--- config.mk ---
export PLATFORM = sky130hd
export DESIGN_NAME = gpio_lvl_irq
export DESIGN_NICKNAME = d
export VERILOG_FILES = /design/src/rtl/gpio_irq_pkg.sv /design/src/rtl/gpio_pin_sync.sv /design/src/rtl/gpio_port_regs.sv /design/src/rtl/gpio_irq_ctrl.sv /design/src/rtl/gpio_lvl_irq.sv
export SDC_FILE = /design/constraint.sdc
export NUM_CORES = 1
export LEC_CHECK = 0
export BUFFER_PORTS_ARGS = -buffer_cell sky130_fd_sc_hd__buf_4
export CORE_UTILIZATION = 54
export CTS_CLUSTER_SIZE = 14
export DETAILED_ROUTE_END_ITERATION = 8
export PLACE_DENSITY = 0.85
export SLEW_MARGIN = 0
export SYNTH_ARGS = -nofsm -noshare
export SYNTH_HDL_FRONTEND = slang
export SYNTH_SLANG_ARGS = --single-unit
--- constraint.sdc ---
create_clock -name clk -period 5.3 [get_ports clk]
set_input_delay 0.53 -clock clk [delete_from_list [all_inputs] [get_ports clk]]
set_output_delay 0.53 -clock clk [all_outputs]
set_load 0.005 [all_outputs]
--- src/rtl/gpio_irq_pkg.sv ---
package gpio_irq_pkg;

    localparam int unsigned BUS_ADDR_W = 5;
    localparam int unsigned WIN_BIT    = BUS_ADDR_W - 1;

    localparam logic [1:0] WORD_DIR  = 2'd0;
    localparam logic [1:0] WORD_DATA = 2'd1;
    localparam logic [1:0] WORD_POL  = 2'd2;
    localparam logic [1:0] WORD_STAT = 2'd3;
    localparam logic [1:0] WORD_PEND = 2'd0;
    localparam logic [1:0] WORD_MASK = 2'd2;

    typedef enum logic [2:0] {
        SEL_NONE,
        SEL_DIR,
        SEL_DATA,
        SEL_POL,
        SEL_STAT,
        SEL_PEND,
        SEL_MASK
    } reg_sel_e;

    typedef struct packed {
        reg_sel_e sel;
        logic     wr;
    } bus_access_t;

    function automatic reg_sel_e decode_sel(input logic [BUS_ADDR_W-1:0] addr);
        reg_sel_e sel;
        sel = SEL_NONE;
        if (addr[1:0] == 2'b00) begin
            if (!addr[WIN_BIT]) begin
                case (addr[3:2])
                    WORD_DIR:  sel = SEL_DIR;
                    WORD_DATA: sel = SEL_DATA;
                    WORD_POL:  sel = SEL_POL;
                    default:   sel = SEL_STAT;
                endcase
            end else begin
                if (addr[3:2] == WORD_PEND)      sel = SEL_PEND;
                else if (addr[3:2] == WORD_MASK) sel = SEL_MASK;
            end
        end
        return sel;
    endfunction

endpackage

--- src/rtl/gpio_pin_sync.sv ---
module gpio_pin_sync #(
    parameter int unsigned W      = 32,
    parameter int unsigned STAGES = 2
) (
    input  logic         clk,
    input  logic         rst,
    input  logic [W-1:0] pin_async,
    output logic [W-1:0] pin_sync
);
    logic [W-1:0] chain_q [STAGES];

    genvar s;
    generate
        for (s = 0; s < STAGES; s++) begin : g_stage
            if (s == 0) begin : g_first
                always_ff @(posedge clk) begin
                    if (rst) chain_q[0] <= '0;
                    else     chain_q[0] <= pin_async;
                end
            end else begin : g_next
                always_ff @(posedge clk) begin
                    if (rst) chain_q[s] <= '0;
                    else     chain_q[s] <= chain_q[s-1];
                end
            end
        end
    endgenerate

    assign pin_sync = chain_q[STAGES-1];
endmodule

--- src/rtl/gpio_port_regs.sv ---
module gpio_port_regs
    import gpio_irq_pkg::*;
#(
    parameter int unsigned W = 32
) (
    input  logic         clk,
    input  logic         rst,
    input  bus_access_t  acc,
    input  logic [W-1:0] wdata,
    input  logic [W-1:0] pin_lvl,
    output logic [W-1:0] dir_q,
    output logic [W-1:0] data_q,
    output logic [W-1:0] pol_q,
    output logic [W-1:0] stat_q
);
    logic         stat_wr;
    logic [W-1:0] active;
    logic [W-1:0] ack_clr;

    assign stat_wr = acc.wr && (acc.sel == SEL_STAT);
    assign ack_clr = stat_wr ? ~wdata : '0;

    always_ff @(posedge clk) begin
        if (rst) begin
            dir_q  <= '0;
            data_q <= '0;
            pol_q  <= '0;
        end else if (acc.wr) begin
            if (acc.sel == SEL_DIR)  dir_q  <= wdata;
            if (acc.sel == SEL_DATA) data_q <= wdata;
            if (acc.sel == SEL_POL)  pol_q  <= wdata;
        end
    end

    genvar i;
    generate
        for (i = 0; i < W; i++) begin : g_stat
            assign active[i] = ~(pin_lvl[i] ^ pol_q[i]);
            always_ff @(posedge clk) begin
                if (rst)             stat_q[i] <= 1'b0;
                else if (ack_clr[i]) stat_q[i] <= 1'b0;
                else                 stat_q[i] <= stat_q[i] | active[i];
            end
        end
    endgenerate

    // bits acknowledged with a zero read 0 on the next cycle
    assert_stat_ack_R7: assert property (@(posedge clk) disable iff (rst)
        stat_wr |=> ((stat_q & ~$past(wdata)) == '0));

    // without an ack, set bits stay set
    assert_stat_latch_R6: assert property (@(posedge clk) disable iff (rst)
        !stat_wr |=> ((stat_q & $past(stat_q)) == $past(stat_q)));

    // an active level sets its bit unless acknowledged
    assert_stat_set_R6: assert property (@(posedge clk) disable iff (rst)
        !stat_wr |=> ((stat_q & $past(active)) == $past(active)));
endmodule

--- src/rtl/gpio_irq_ctrl.sv ---
module gpio_irq_ctrl
    import gpio_irq_pkg::*;
#(
    parameter int unsigned W = 32
) (
    input  logic         clk,
    input  logic         rst,
    input  bus_access_t  acc,
    input  logic [W-1:0] wdata,
    input  logic [W-1:0] pend,
    output logic [W-1:0] mask_q,
    output logic         irq_out
);
    logic [W-1:0] live;

    always_ff @(posedge clk) begin
        if (rst)                                mask_q <= '1;
        else if (acc.wr && acc.sel == SEL_MASK) mask_q <= wdata;
    end

    assign live    = pend & ~mask_q;
    assign irq_out = |live;

    // every source is masked when reset lets go
    assert_mask_reset_R1: assert property (@(posedge clk) disable iff (rst)
        $past(rst) |-> (mask_q == '1));
endmodule

--- src/rtl/gpio_lvl_irq.sv ---
module gpio_lvl_irq
    import gpio_irq_pkg::*;
#(
    parameter int unsigned W = 32
) (
    input  logic                  clk,
    input  logic                  rst,
    input  logic [BUS_ADDR_W-1:0] bus_addr,
    input  logic                  bus_wr,
    input  logic [W-1:0]          bus_wdata,
    output logic [W-1:0]          bus_rdata,
    input  logic [W-1:0]          pin_in,
    output logic [W-1:0]          pin_out,
    output logic [W-1:0]          pin_oe,
    output logic                  irq_out
);
    bus_access_t  acc;
    logic [W-1:0] pin_lvl;
    logic [W-1:0] dir_q, data_q, pol_q, stat_q, mask_q;

    assign acc.sel = decode_sel(bus_addr);
    assign acc.wr  = bus_wr;

    gpio_pin_sync #(.W(W), .STAGES(2)) u_sync (
        .clk       (clk),
        .rst       (rst),
        .pin_async (pin_in),
        .pin_sync  (pin_lvl)
    );

    gpio_port_regs #(.W(W)) u_port (
        .clk     (clk),
        .rst     (rst),
        .acc     (acc),
        .wdata   (bus_wdata),
        .pin_lvl (pin_lvl),
        .dir_q   (dir_q),
        .data_q  (data_q),
        .pol_q   (pol_q),
        .stat_q  (stat_q)
    );

    gpio_irq_ctrl #(.W(W)) u_ctrl (
        .clk     (clk),
        .rst     (rst),
        .acc     (acc),
        .wdata   (bus_wdata),
        .pend    (stat_q),
        .mask_q  (mask_q),
        .irq_out (irq_out)
    );

    assign pin_out = data_q;
    assign pin_oe  = dir_q;

    always_comb begin
        case (acc.sel)
            SEL_DIR:  bus_rdata = dir_q;
            SEL_DATA: bus_rdata = (dir_q & data_q) | (~dir_q & pin_lvl);
            SEL_POL:  bus_rdata = pol_q;
            SEL_STAT: bus_rdata = stat_q;
            SEL_PEND: bus_rdata = stat_q;
            SEL_MASK: bus_rdata = mask_q;
            default:  bus_rdata = '0;
        endcase
    end

    // a fully closed mask silences the request
    assert_irq_closed_R9: assert property (@(posedge clk) disable iff (rst)
        (mask_q == '1) |-> !irq_out);
endmodule

==> run summary <==
GRT Resource Usage Total - 31.0%
number of standard-cell rows in the floorplan - 47
final cycle utilization of the critical path - 70.3%
Hold Path Class - in2reg
GRT Residual Overflow - 0
RSZ-0062 raised after global routing - no
die width - 133 microns
total standard cell area after synthesis - 0.00930 sq mm
maximum capacitance violations - 0
final critical path time including I/O delays and setup - 3.73 ns
FMAX - 268 MHz
category of the critical setup timing path - in2out
worst rel slew slack - 24.1%
ys async rst share - 0%
number of buffers on the longest clock path - 3
root buf cell - sky130_fd_sc_hd__clkbuf_16
clock sinks - 224
wire length of the first global-routing pass - 43,300 microns
Post-Syn Nets - 1,168
slowest stage cell, crit path - sky130_fd_sc_hd__nor3b_4
CP cell instances - buf_4 > ha_1 > or4_4 > nor3b_4 > a222oi_1 > o31ai_1 > buf_4
total of cells resized after clock tree synthesis - 0
run status - complete, no violations
post-synth cell types - 47
final count of negative-setup-slack endpoints - 0
vias - 8,700
most repeated library cell on the critical path - sky130_fd_sc_hd__buf_4
Power Density - 324 mW/mm^2
syn avg cell area - 8.51 sq um
ant diodes - 0
crit path to - bus_rdata[26]
maximum vdd drop - 0.288 mV
EDFF count, synth - 0
residual DRC count - 0
first-pass iteration count of the detailed router - 5
Leakage - 4.81 nW
antenna violations before repair - 0
Crit Reg-Reg Startpoint - u_port.pol_q[23]
count of buffer and inverter cells on the critical path - 2
insertion delay of the later-clocked pin in the worst-skew pair - 0.51 ns
highest-count cells in the layout ignoring fill and taps - 272 x sky130_fd_sc_hd__nand2_1, 224 x sky130_fd_sc_hd__dfxtp_1, 183 x sky130_fd_sc_hd__buf_4, 135 x sky130_fd_sc_hd__a21oi_1, 64 x sky130_fd_sc_hd__nor2b_1
worst reg2reg path endpoint - u_port.stat_q[23]
height of the die - 133 microns
number of inserted filler cells in the final layout - 1,336
crit end category - output port
ports placed on the boundary - 169
Critical Path Start Type - input pin
Die Outline Area - 0.0177 sq mm
Min-Delay Path Depth - 2
count of synthesis-stage warnings from yosys - 0
area of the core - 0.0167 sq mm
HPWL after detailed placement - 17,900 microns
crit-path leading delay family - simple AND/OR/NAND/NOR gates
# port buffers - 168
maximum fanout along the worst path - 22
sum of negative setup slack - 0 ns
worst path required time - 4.77 ns
RD Place Congestion - 0.873
cell count along the critical path - 7
number of buffers inserted during clock tree synthesis - 23
CTS hold repair buffers - 0
largest net degree at the start of global routing - 145
vias in the first global route - 8,136
WP data arrival - 3.20 ns
final count of hold timing violations - 0
most common cell after layout, fill and taps aside - sky130_fd_sc_hd__nand2_1
peak per-stage delay on the critical path - 0.97 ns
Worst-Margin Slew - 1.14 ns
routed wire length per instance - 19.2 microns
Post-Syn Instances - 1,093
antenna-violating nets left - 0
Worst R2R Path Depth - 2
clock tree from TritonCTS - yes
net count reported at finish - 1,304
worst-case register-to-register setup slack - 4.42 ns
clock-pin slew on the worst setup and hold paths - 0.06 ns
WL final - 28,100 microns
skew final - 0.0156 ns
leading register cell type out of synthesis - sky130_fd_sc_hd__dfxtp_1
part of the Yosys area used for sequential elements - 48.2%
start point of the critical path - bus_addr[2]
minimum setup slack in the final design - 1.57 ns
Seq cells post-synth - 224
Max Slew Vio Count - 0
Area growth syn-to-layout - 22.9%
total setup buffers inserted after CTS - 0
pre-CTS setup slack - 1.67 ns
initial core utilization - 55.7%
drt via density - 5.94
htree depth - 1
share of final-layout standard cells stronger than drive strength 1 - 21.6%
number of DRC markers in iteration 0 - 875
-- cell type report --
class                   instances  area, sq um  share of cell area [%]
repair buffers                184         1390                    12.1
clock inverters                 7          114                   0.996
multi-input cells             762         4380                    38.3
clock buffers                  33          663                    5.80
inverters                      34          128                    1.12
well taps                     220          275                    2.41
flip-flops and latches        224         4480                    39.2
-- where the power goes --
part	leakage [nW]	internal, W	total, W	switching, W
clock network	0.384	0.00101	0.00167	0.000656
logic	2.60	0.000115	0.000279	0.000164
registers	1.83	0.00173	0.00175	0.0000248
total	4.81	0.00286	0.00370	0.000845
-- worst min path at each step --
stage,startpoint,end
after CTS,pin_in[13],u_sync.chain_q[0][13]
final,pin_in[14],u_sync.chain_q[0][14]
after global placement,u_sync.chain_q[0][9],u_sync.chain_q[1][9]
after global routing,pin_in[8],u_sync.chain_q[0][8]
after detailed placement,u_sync.chain_q[0][8],u_sync.chain_q[1][8]
after floorplan,u_sync.chain_q[0][0],u_sync.chain_q[1][0]
-- registers in the layout (all words and copies together) (netlist names) --
signal          count
u_sync.chain_q     64
u_ctrl.mask_q      32
u_port.data_q      32
u_port.dir_q       32
u_port.pol_q       32
u_port.stat_q      32
-- cells in the mapped netlist, drive strengths merged (2+ instances only) --
cell type / instances / share of area, %
a22o: 6 / 0.57
a21o: 6 / 0.48
o31ai: 19 / 1.5
or4: 2 / 0.20
mux2: 8 / 0.97
o22ai: 22 / 1.5
inv: 34 / 1.4
nor3: 8 / 0.43
mux2i: 19 / 2.0
nor2: 40 / 1.6
o21ai: 8 / 0.43
nand4: 3 / 0.20
a21oi: 166 / 10
a211oi: 35 / 2.9
clkbuf: 51 / 2.1
nor3b: 3 / 0.36
buf: 22 / 1.5
dfxtp: 224 / 48
or3b: 3 / 0.28
nor4: 6 / 0.57
xor2: 32 / 3.0
ha: 3 / 0.40
a222oi: 25 / 2.7
nand2: 272 / 11
nor2b: 64 / 4.3
-- routing by layer --
layer | part of all wire (%) | GRT usage (%)
met1 | 41 | 40.6
met2 | 47 | 50.7
met3 | 7.9 | 5.02
met4 | 3.4 | 13.5
met5 | 0 | 0
-- cells by family after synthesis --
| family | after synthesis | share of synthesized area (%) |
|---|---|---|
| flip-flops | 224 | 48.2 |
| AND/OR/NAND/NOR | 407 | 19.4 |
| buffers and inverters | 107 | 4.93 |
| AO/OA/AOI/OAI | 293 | 21.0 |
| multiplexers | 27 | 3.01 |
| adder cells (fa/ha/maj) | 3 | 0.404 |
| XOR/XNOR | 32 | 3.01 |
-- metrics by stage --
step | utilization, % | hold WS (ns) | power [W] | cells | cell area [sq um]
2_1_floorplan | - | 0.414 | 0.00193 | 1093 | 9300
3_3_place_gp | 63.8 | 0.418 | 0.00205 | 1424 | 10600
3_5_place_dp | 63.8 | 0.422 | 0.00206 | 1424 | 10600
4_1_cts | 68.4 | 0.216 | 0.00371 | 1464 | 11400
5_1_grt | 68.4 | 0.225 | 0.00380 | 1464 | 11400
6_report | 68.4 | 0.225 | 0.00370 | 1464 | 11400
-- worst reg2reg max path, stage by stage (launching register included) --
cell and delay (ns):
sky130_fd_sc_hd__dfxtp_1 0.33, sky130_fd_sc_hd__xor2_1 0.17, sky130_fd_sc_hd__a211oi_1 0.28
(Power assumes the default switching activity.)
